[config.mk]
export PLATFORM = sky130hd
export DESIGN_NAME = prom_prog_seq
export DESIGN_NICKNAME = d
export VERILOG_FILES = /design/src/rtl/prom_prog_pkg.sv /design/src/rtl/prog_rst_sync.sv /design/src/rtl/prog_timer.sv /design/src/rtl/prog_bitcheck.sv /design/src/rtl/prom_prog_seq.sv
export SDC_FILE = /design/constraint.sdc
export NUM_CORES = 1
export LEC_CHECK = 0
export BUFFER_PORTS_ARGS = -buffer_cell sky130_fd_sc_hd__buf_2
export CORE_ASPECT_RATIO = 2
export CORE_MARGIN = 2
export CORE_UTILIZATION = 49
export CTS_CLUSTER_SIZE = 24
export DETAILED_ROUTE_END_ITERATION = 6
export GPL_TIMING_DRIVEN = 0
export HOLD_SLACK_MARGIN = 0.15
export PLACE_DENSITY = 0.76
export SYNTH_ARGS = -nofsm -noshare
export SYNTH_HDL_FRONTEND = slang
export SYNTH_HIERARCHICAL = 1
export SYNTH_SLANG_ARGS = --single-unit
[constraint.sdc]
create_clock -name clk -period 2.3 [get_ports clk]
set_input_delay 0.115 -clock clk [delete_from_list [all_inputs] [get_ports clk]]
set_output_delay 0.115 -clock clk [all_outputs]
set_load 0.02 [all_outputs]
[src/rtl/prom_prog_pkg.sv]
package prom_prog_pkg;

  typedef enum logic [2:0] {
    ST_IDLE   = 3'd0,
    ST_FETCH  = 3'd1,
    ST_PRERD  = 3'd2,
    ST_SETUP  = 3'd3,
    ST_PULSE  = 3'd4,
    ST_HOLD   = 3'd5,
    ST_VERIFY = 3'd6
  } seq_state_e;

endpackage

[src/rtl/prog_rst_sync.sv]
module prog_rst_sync (
  input  logic clk,
  input  logic rst_n,
  output logic rst_n_sync
);

  logic [1:0] stage_q;

  always_ff @(posedge clk or negedge rst_n) begin
    if (!rst_n) begin
      stage_q <= 2'b00;
    end else begin
      stage_q <= {stage_q[0], 1'b1};
    end
  end

  assign rst_n_sync = stage_q[1];

endmodule

[src/rtl/prog_timer.sv]
module prog_timer #(
  parameter int CNT_W = 8
) (
  input  logic             clk,
  input  logic             rst_n,
  input  logic             load,
  input  logic [CNT_W-1:0] load_val,
  output logic             expired
);

  logic [CNT_W-1:0] cnt_q;
  logic [CNT_W-1:0] cnt_d;
  logic             cnt_en;

  always_comb begin
    cnt_en = load || (cnt_q != '0);
    cnt_d  = load ? load_val : (cnt_q - 1'b1);
  end

  always_ff @(posedge clk or negedge rst_n) begin
    if (!rst_n) begin
      cnt_q <= '0;
    end else if (cnt_en) begin
      cnt_q <= cnt_d;
    end
  end

  assign expired = (cnt_q == '0);

endmodule

[src/rtl/prog_bitcheck.sv]
module prog_bitcheck #(
  parameter int DATA_W = 8
) (
  input  logic [DATA_W-1:0] cur_byte,
  input  logic [DATA_W-1:0] tgt_byte,
  output logic              can_prog,
  output logic              same
);

  logic [DATA_W-1:0] need_set;

  always_comb begin
    need_set = (~cur_byte) & tgt_byte;
    can_prog = (need_set == '0);
    same     = (cur_byte == tgt_byte);
  end

endmodule

[src/rtl/prom_prog_seq.sv]
module prom_prog_seq
  import prom_prog_pkg::*;
#(
  parameter int ADDR_W     = 13,
  parameter int DATA_W     = 8,
  parameter int CYC_PER_MS = 125000,
  parameter int PULSE_CYC  = 6250000,
  parameter int LIMIT_MS   = 55,
  parameter int SETUP_CYC  = 4,
  parameter int HOLD_CYC   = 4,
  parameter int RD_CYC     = 4
) (
  input  logic              clk,
  input  logic              rst_n,
  input  logic              start,
  input  logic              in_valid,
  output logic              in_ready,
  input  logic [ADDR_W-1:0] in_addr,
  input  logic [DATA_W-1:0] in_data,
  input  logic              in_last,
  output logic [ADDR_W-1:0] prom_addr,
  output logic [DATA_W-1:0] prom_dq_o,
  input  logic [DATA_W-1:0] prom_dq_i,
  output logic              prom_dq_oe,
  output logic              prom_ce_n,
  output logic              prom_oe_n,
  output logic              prom_pgm_n,
  output logic              vpp_en,
  output logic              busy,
  output logic              done,
  output logic              fail,
  output logic              loc_skip,
  output logic [ADDR_W-1:0] fail_addr,
  output logic [DATA_W-1:0] fail_exp,
  output logic [DATA_W-1:0] fail_act
);

  localparam int PULSE_MAX = LIMIT_MS * CYC_PER_MS;
  localparam int PULSE_EFF = (PULSE_CYC > PULSE_MAX) ? PULSE_MAX : PULSE_CYC;
  localparam int T_A       = (SETUP_CYC > HOLD_CYC) ? SETUP_CYC : HOLD_CYC;
  localparam int T_B       = (T_A > RD_CYC) ? T_A : RD_CYC;
  localparam int T_MAX     = (T_B > PULSE_EFF) ? T_B : PULSE_EFF;
  localparam int CNT_W     = $clog2(T_MAX + 1);

  logic rst_s;

  prog_rst_sync rst_sync_i (
    .clk        (clk),
    .rst_n      (rst_n),
    .rst_n_sync (rst_s)
  );

  seq_state_e        state_q, state_d;
  logic [ADDR_W-1:0] addr_q;
  logic [DATA_W-1:0] data_q;
  logic              last_q;
  logic              done_q, fail_q, skip_q;
  logic [ADDR_W-1:0] fail_addr_q;
  logic [DATA_W-1:0] fail_exp_q, fail_act_q;

  logic              tmr_load;
  logic [CNT_W-1:0]  tmr_val;
  logic              tmr_exp;
  logic              can_prog, rd_same;

  logic              take_pair;
  logic              skip_d;
  logic              done_set, fail_set, open_sess;

  prog_timer #(.CNT_W(CNT_W)) timer_i (
    .clk      (clk),
    .rst_n    (rst_s),
    .load     (tmr_load),
    .load_val (tmr_val),
    .expired  (tmr_exp)
  );

  prog_bitcheck #(.DATA_W(DATA_W)) bitcheck_i (
    .cur_byte (prom_dq_i),
    .tgt_byte (data_q),
    .can_prog (can_prog),
    .same     (rd_same)
  );

  // next-state logic
  always_comb begin
    state_d   = state_q;
    skip_d    = 1'b0;
    done_set  = 1'b0;
    fail_set  = 1'b0;
    open_sess = 1'b0;
    take_pair = 1'b0;
    unique case (state_q)
      ST_IDLE: begin
        if (start) begin
          state_d   = ST_FETCH;
          open_sess = 1'b1;
        end
      end
      ST_FETCH: begin
        if (in_valid) begin
          state_d   = ST_PRERD;
          take_pair = 1'b1;
        end
      end
      ST_PRERD: begin
        if (tmr_exp) begin
          if (can_prog) begin
            state_d = ST_SETUP;
          end else begin
            skip_d = 1'b1;
            if (last_q) begin
              state_d  = ST_IDLE;
              done_set = 1'b1;
            end else begin
              state_d = ST_FETCH;
            end
          end
        end
      end
      ST_SETUP: if (tmr_exp) state_d = ST_PULSE;
      ST_PULSE: if (tmr_exp) state_d = ST_HOLD;
      ST_HOLD:  if (tmr_exp) state_d = ST_VERIFY;
      ST_VERIFY: begin
        if (tmr_exp) begin
          if (!rd_same) begin
            state_d  = ST_IDLE;
            fail_set = 1'b1;
          end else if (last_q) begin
            state_d  = ST_IDLE;
            done_set = 1'b1;
          end else begin
            state_d = ST_FETCH;
          end
        end
      end
      default: state_d = ST_IDLE;
    endcase
  end

  // timer reload on every state change
  always_comb begin
    tmr_load = (state_d != state_q);
    unique case (state_d)
      ST_PRERD, ST_VERIFY: tmr_val = CNT_W'(RD_CYC - 1);
      ST_SETUP:            tmr_val = CNT_W'(SETUP_CYC - 1);
      ST_PULSE:            tmr_val = CNT_W'(PULSE_EFF - 1);
      ST_HOLD:             tmr_val = CNT_W'(HOLD_CYC - 1);
      default:             tmr_val = '0;
    endcase
  end

  // state and status registers
  always_ff @(posedge clk or negedge rst_s) begin
    if (!rst_s) begin
      state_q <= ST_IDLE;
      done_q  <= 1'b0;
      fail_q  <= 1'b0;
      skip_q  <= 1'b0;
    end else begin
      state_q <= state_d;
      skip_q  <= skip_d;
      if (open_sess || done_set) begin
        done_q <= done_set;
      end
      if (open_sess || fail_set) begin
        fail_q <= fail_set;
      end
    end
  end

  // pair capture
  always_ff @(posedge clk or negedge rst_s) begin
    if (!rst_s) begin
      addr_q <= '0;
      data_q <= '0;
      last_q <= 1'b0;
    end else if (take_pair) begin
      addr_q <= in_addr;
      data_q <= in_data;
      last_q <= in_last;
    end
  end

  // failure capture
  always_ff @(posedge clk or negedge rst_s) begin
    if (!rst_s) begin
      fail_addr_q <= '0;
      fail_exp_q  <= '0;
      fail_act_q  <= '0;
    end else if (fail_set) begin
      fail_addr_q <= addr_q;
      fail_exp_q  <= data_q;
      fail_act_q  <= prom_dq_i;
    end
  end

  // pin decode from state
  always_comb begin
    busy       = (state_q != ST_IDLE);
    in_ready   = (state_q == ST_FETCH);
    prom_ce_n  = !busy;
    vpp_en     = busy;
    prom_oe_n  = !((state_q == ST_PRERD) || (state_q == ST_VERIFY));
    prom_dq_oe = (state_q == ST_SETUP) || (state_q == ST_PULSE) || (state_q == ST_HOLD);
    prom_pgm_n = (state_q != ST_PULSE);
  end

  assign prom_addr = addr_q;
  assign prom_dq_o = data_q;
  assign done      = done_q;
  assign fail      = fail_q;
  assign loc_skip  = skip_q;
  assign fail_addr = fail_addr_q;
  assign fail_exp  = fail_exp_q;
  assign fail_act  = fail_act_q;

endmodule

==> qor.txt <==
Status: finished, violations left
Failing checks: negative setup slack
Final period util: 121%
Clock sinks: 82
CTS tree: done
Routed len/inst: 22.1 um
Commonest non-fill, non-tap cell in the layout: buf_2
Peak Freq: 0.358 GHz
Total gr overflow: 0
Final Hold Fails: 0
Worst Path Required: 2.56 ns
Post-route minimum period: 2.79 ns
Inserted Clock Buffers: 9
Setup Skew: 0.00800 ns
Netlist Area Pre-Place: 4080 um^2
CP Launch Type: flip-flop
Number of global-route vias before repair: 3650
Nets@finish: 553
DR vias: 3480
Post-DP HPWL: 7030 um
Post-DRT Antenna Nets: 0
Die width: 68.5 um
Clk slew on worst S/H paths: 0.07 ns
Share of layout cells above drive strength 1: 50.9%
Post-synth top flop: dfrtp_1
Sequential cell area fraction in the yosys report: 50.3%
Post-synth cell types: 52
PortBufs: 93
EDFF count, synth: 0
Slowest stage delay, CP: 0.47 ns
Routability cong.: 0.794
Seq cells post-synth: 82
Die span in y: 133 um
GRT Util Overall: 27.9%
Synth area leaders: dfrtp_1 50%, mux2_2 8.3%, mux2_4 7.4%
Io pins: 94
Comb pwr share: 35.1%
Pint: 3.69 mW
Clk network pwr share: 25.7%
Net Sw Frac: 36.8%
Largest area contributor in the netlist: dfrtp_1
Top-area cell type share of the netlist area: 50.3%
Max capacitance violation total: 0
Std cell rows: 47
Setup crit end kind: flip-flop
Final WS setup: -0.493 ns
Synthesis-to-layout area growth: 49.6%
Die area: 9120 um^2
# DRC: 0
Reg2reg path depth: 12
Final-layout fill cell count: 423
RSZ-0062 raised after global routing: yes
Pins over their slew limit: 0
Largest net degree at the start of global routing: 67
Clk_lat worst skew: 0.34 ns
Critical Path, Cell by Cell: nor4_4 -> nand3_4 -> nor3_4 -> clkbuf_8 -> mux2_4 -> a21oi_4 -> o31ai_1 -> buf_4 -> buf_12 -> buf_4 -> a21oi_1 -> a21oi_1
CP max-delay cell: dfrtp_1
Crit Path Class: flip-flop to flip-flop
LEAKAGE: 2.89 nW
Clock buffer depth: 2
Worst r2r src: timer_i/cnt_q[9]
Pre-antenna DRT Iters: 4
Flop pwr share: 39.1%
DR vias/cell: 5.68
Ant. Diodes: 0
DRT iter0 DRCs: 281
DRT Wirelength: 13600 um
Worst hold path type: flip-flop to asynchronous set/reset pin
Synth warnings: 6
Place WS: -0.979 ns
Worst path arrival time: 3.05 ns
Clock tree root driver cell: clkbuf_16
Setup TNS: -14.15 ns
Most frequent cells in the layout: 94 x buf_2, 78 x dfrtp_1, 50 x mux2_4, 33 x dlygate4sd3_1, 28 x nand2_1
FFs w/ async S/R, synth: 100%
Worst setup path end: timer_i/cnt_q[16]
Syn Area/Cell: 12.4 um^2
Core footprint: 8170 um^2
Crit path max fanout: 5
Initial antenna violation count: 0
Final setup viols: 52
Reg2reg setup slack: -0.49 ns
PD cells: 957 nW/um^2
Maximum vdd drop: 0.659 mV
Hold slack: 0.191 ns
First-pass GRT wire length: 18500 um
NetSw: 2.15 mW
H-tree levels: 3
Mapped Cells: 330
CP Launch Point: timer_i/cnt_q[9]
Starting Density: 49.9%
Reg2reg end: timer_i/cnt_q[16]
Core Util, Final: 74.7%
[power by group through the flow]
stage,Combinational [mW],Sequential [mW],Clock (mW)
after detailed placement,1.66,2.24,0
after floorplan,1.02,2.38,0
after CTS,1.91,2.24,1.49
after global routing,2.18,2.33,1.56
after global placement,1.59,2.23,0
final,2.05,2.29,1.50
[synth_stat cells, drive strengths merged, types with 2 or more instances]
cell / count
nand2: 31
o31ai: 6
clkbuf: 6
nor3b: 2
nor4b: 4
nand3: 3
o21ai: 22
xor2: 6
nand2b: 4
nor4: 5
ha: 9
or4: 6
a21boi: 2
mux2: 53
a21oi: 6
nand4: 3
nor3: 11
or3: 8
xnor2: 10
nor2b: 4
dfrtp: 82
conb: 2
inv: 13
nor2: 12
buf: 10
[area by class of cell]
type | instances | area, um^2 | area share (%)
multi-input combinational | 226 | 2140 | 35.0
sequential | 82 | 2060 | 33.7
timing repair buffer | 162 | 1190 | 19.5
clock buffer | 10 | 239 | 3.91
buffer | 16 | 235 | 3.85
tap | 98 | 123 | 2.01
clock inverter | 6 | 72.6 | 1.19
inverter | 13 | 48.8 | 0.799
[critical path, delay by kind of cell (launching register included)]
kind                   cells  cell delay [ns]
and+or+nand+nor            3             0.92
buffers and inverters      4             0.66
AOI/OAI and AO/OA          4             0.51
DFF                        1             0.47
muxes                      1             0.16
[metrics by stage]
stage               instance area [um^2]  std cells  total power, mW
finish                              6100        613             5.84
floorplan                           4220        337             3.39
global placement                    4810        528             3.82
CTS                                 5790        599             5.64
detailed placement                  4840        529             3.89
global route                        6100        613             6.07
[per-layer routing]
metal	global-route usage, %	part of all wire (%)	up-vias
li1	-	-	1514
met1	30.4	35	1752
met2	49.1	56	166
met3	4.85	4.6	48
met4	13.8	4.3	0
met5	0	0	-
[sequential cells by signal (all words and copies together), names as in the netlist]
name,cells
rst_sync_i/stage_q,2
fail,1
fail_exp,8
loc_skip,1
prom_dq_o,8
done,1
state_q,3
fail_addr,13
fail_act,8
last_q,1
timer_i/cnt_q,23
prom_addr,13
[how the worst min path moves through the flow]
stage	slack (ns)	depth (start not counted)	endpoint
after floorplan	-0.18	0	rst_sync_i/stage_q[0]
after global placement	-0.10	1	rst_sync_i/stage_q[0]
after detailed placement	-0.09	1	rst_sync_i/stage_q[1]
after CTS	0.19	0	fail_exp[7]
after global routing	0.21	0	fail_exp[7]
final	0.19	0	prom_addr[3]
[kinds of logic (layout without fill, tap and decap cells)]
group	count (synthesis)	count (layout)	share of synthesized area (%)
AO/OA/AOI/OAI	44	44	7.42
XOR/XNOR	16	16	3.43
adder cells (fa/ha/maj)	9	9	2.76
buffers and inverters	29	207	4.41
flip-flops	82	82	50.3
multiplexers	53	53	16.5
other	2	9	0.184
AND/OR/NAND/NOR	95	95	15.1
[what timing repair did]
item | CTS | global route
buffers inserted | 19 | 11
hold buffers | 33 | 0
hold endpoints to repair | 34 | 0
pin swaps | 7 | 10
cloned | 2 | 3
resized for setup | 26 | 46
endpoints found under the setup margin | 58 | 53
Note: power is estimated with default switching activity, not from simulation.
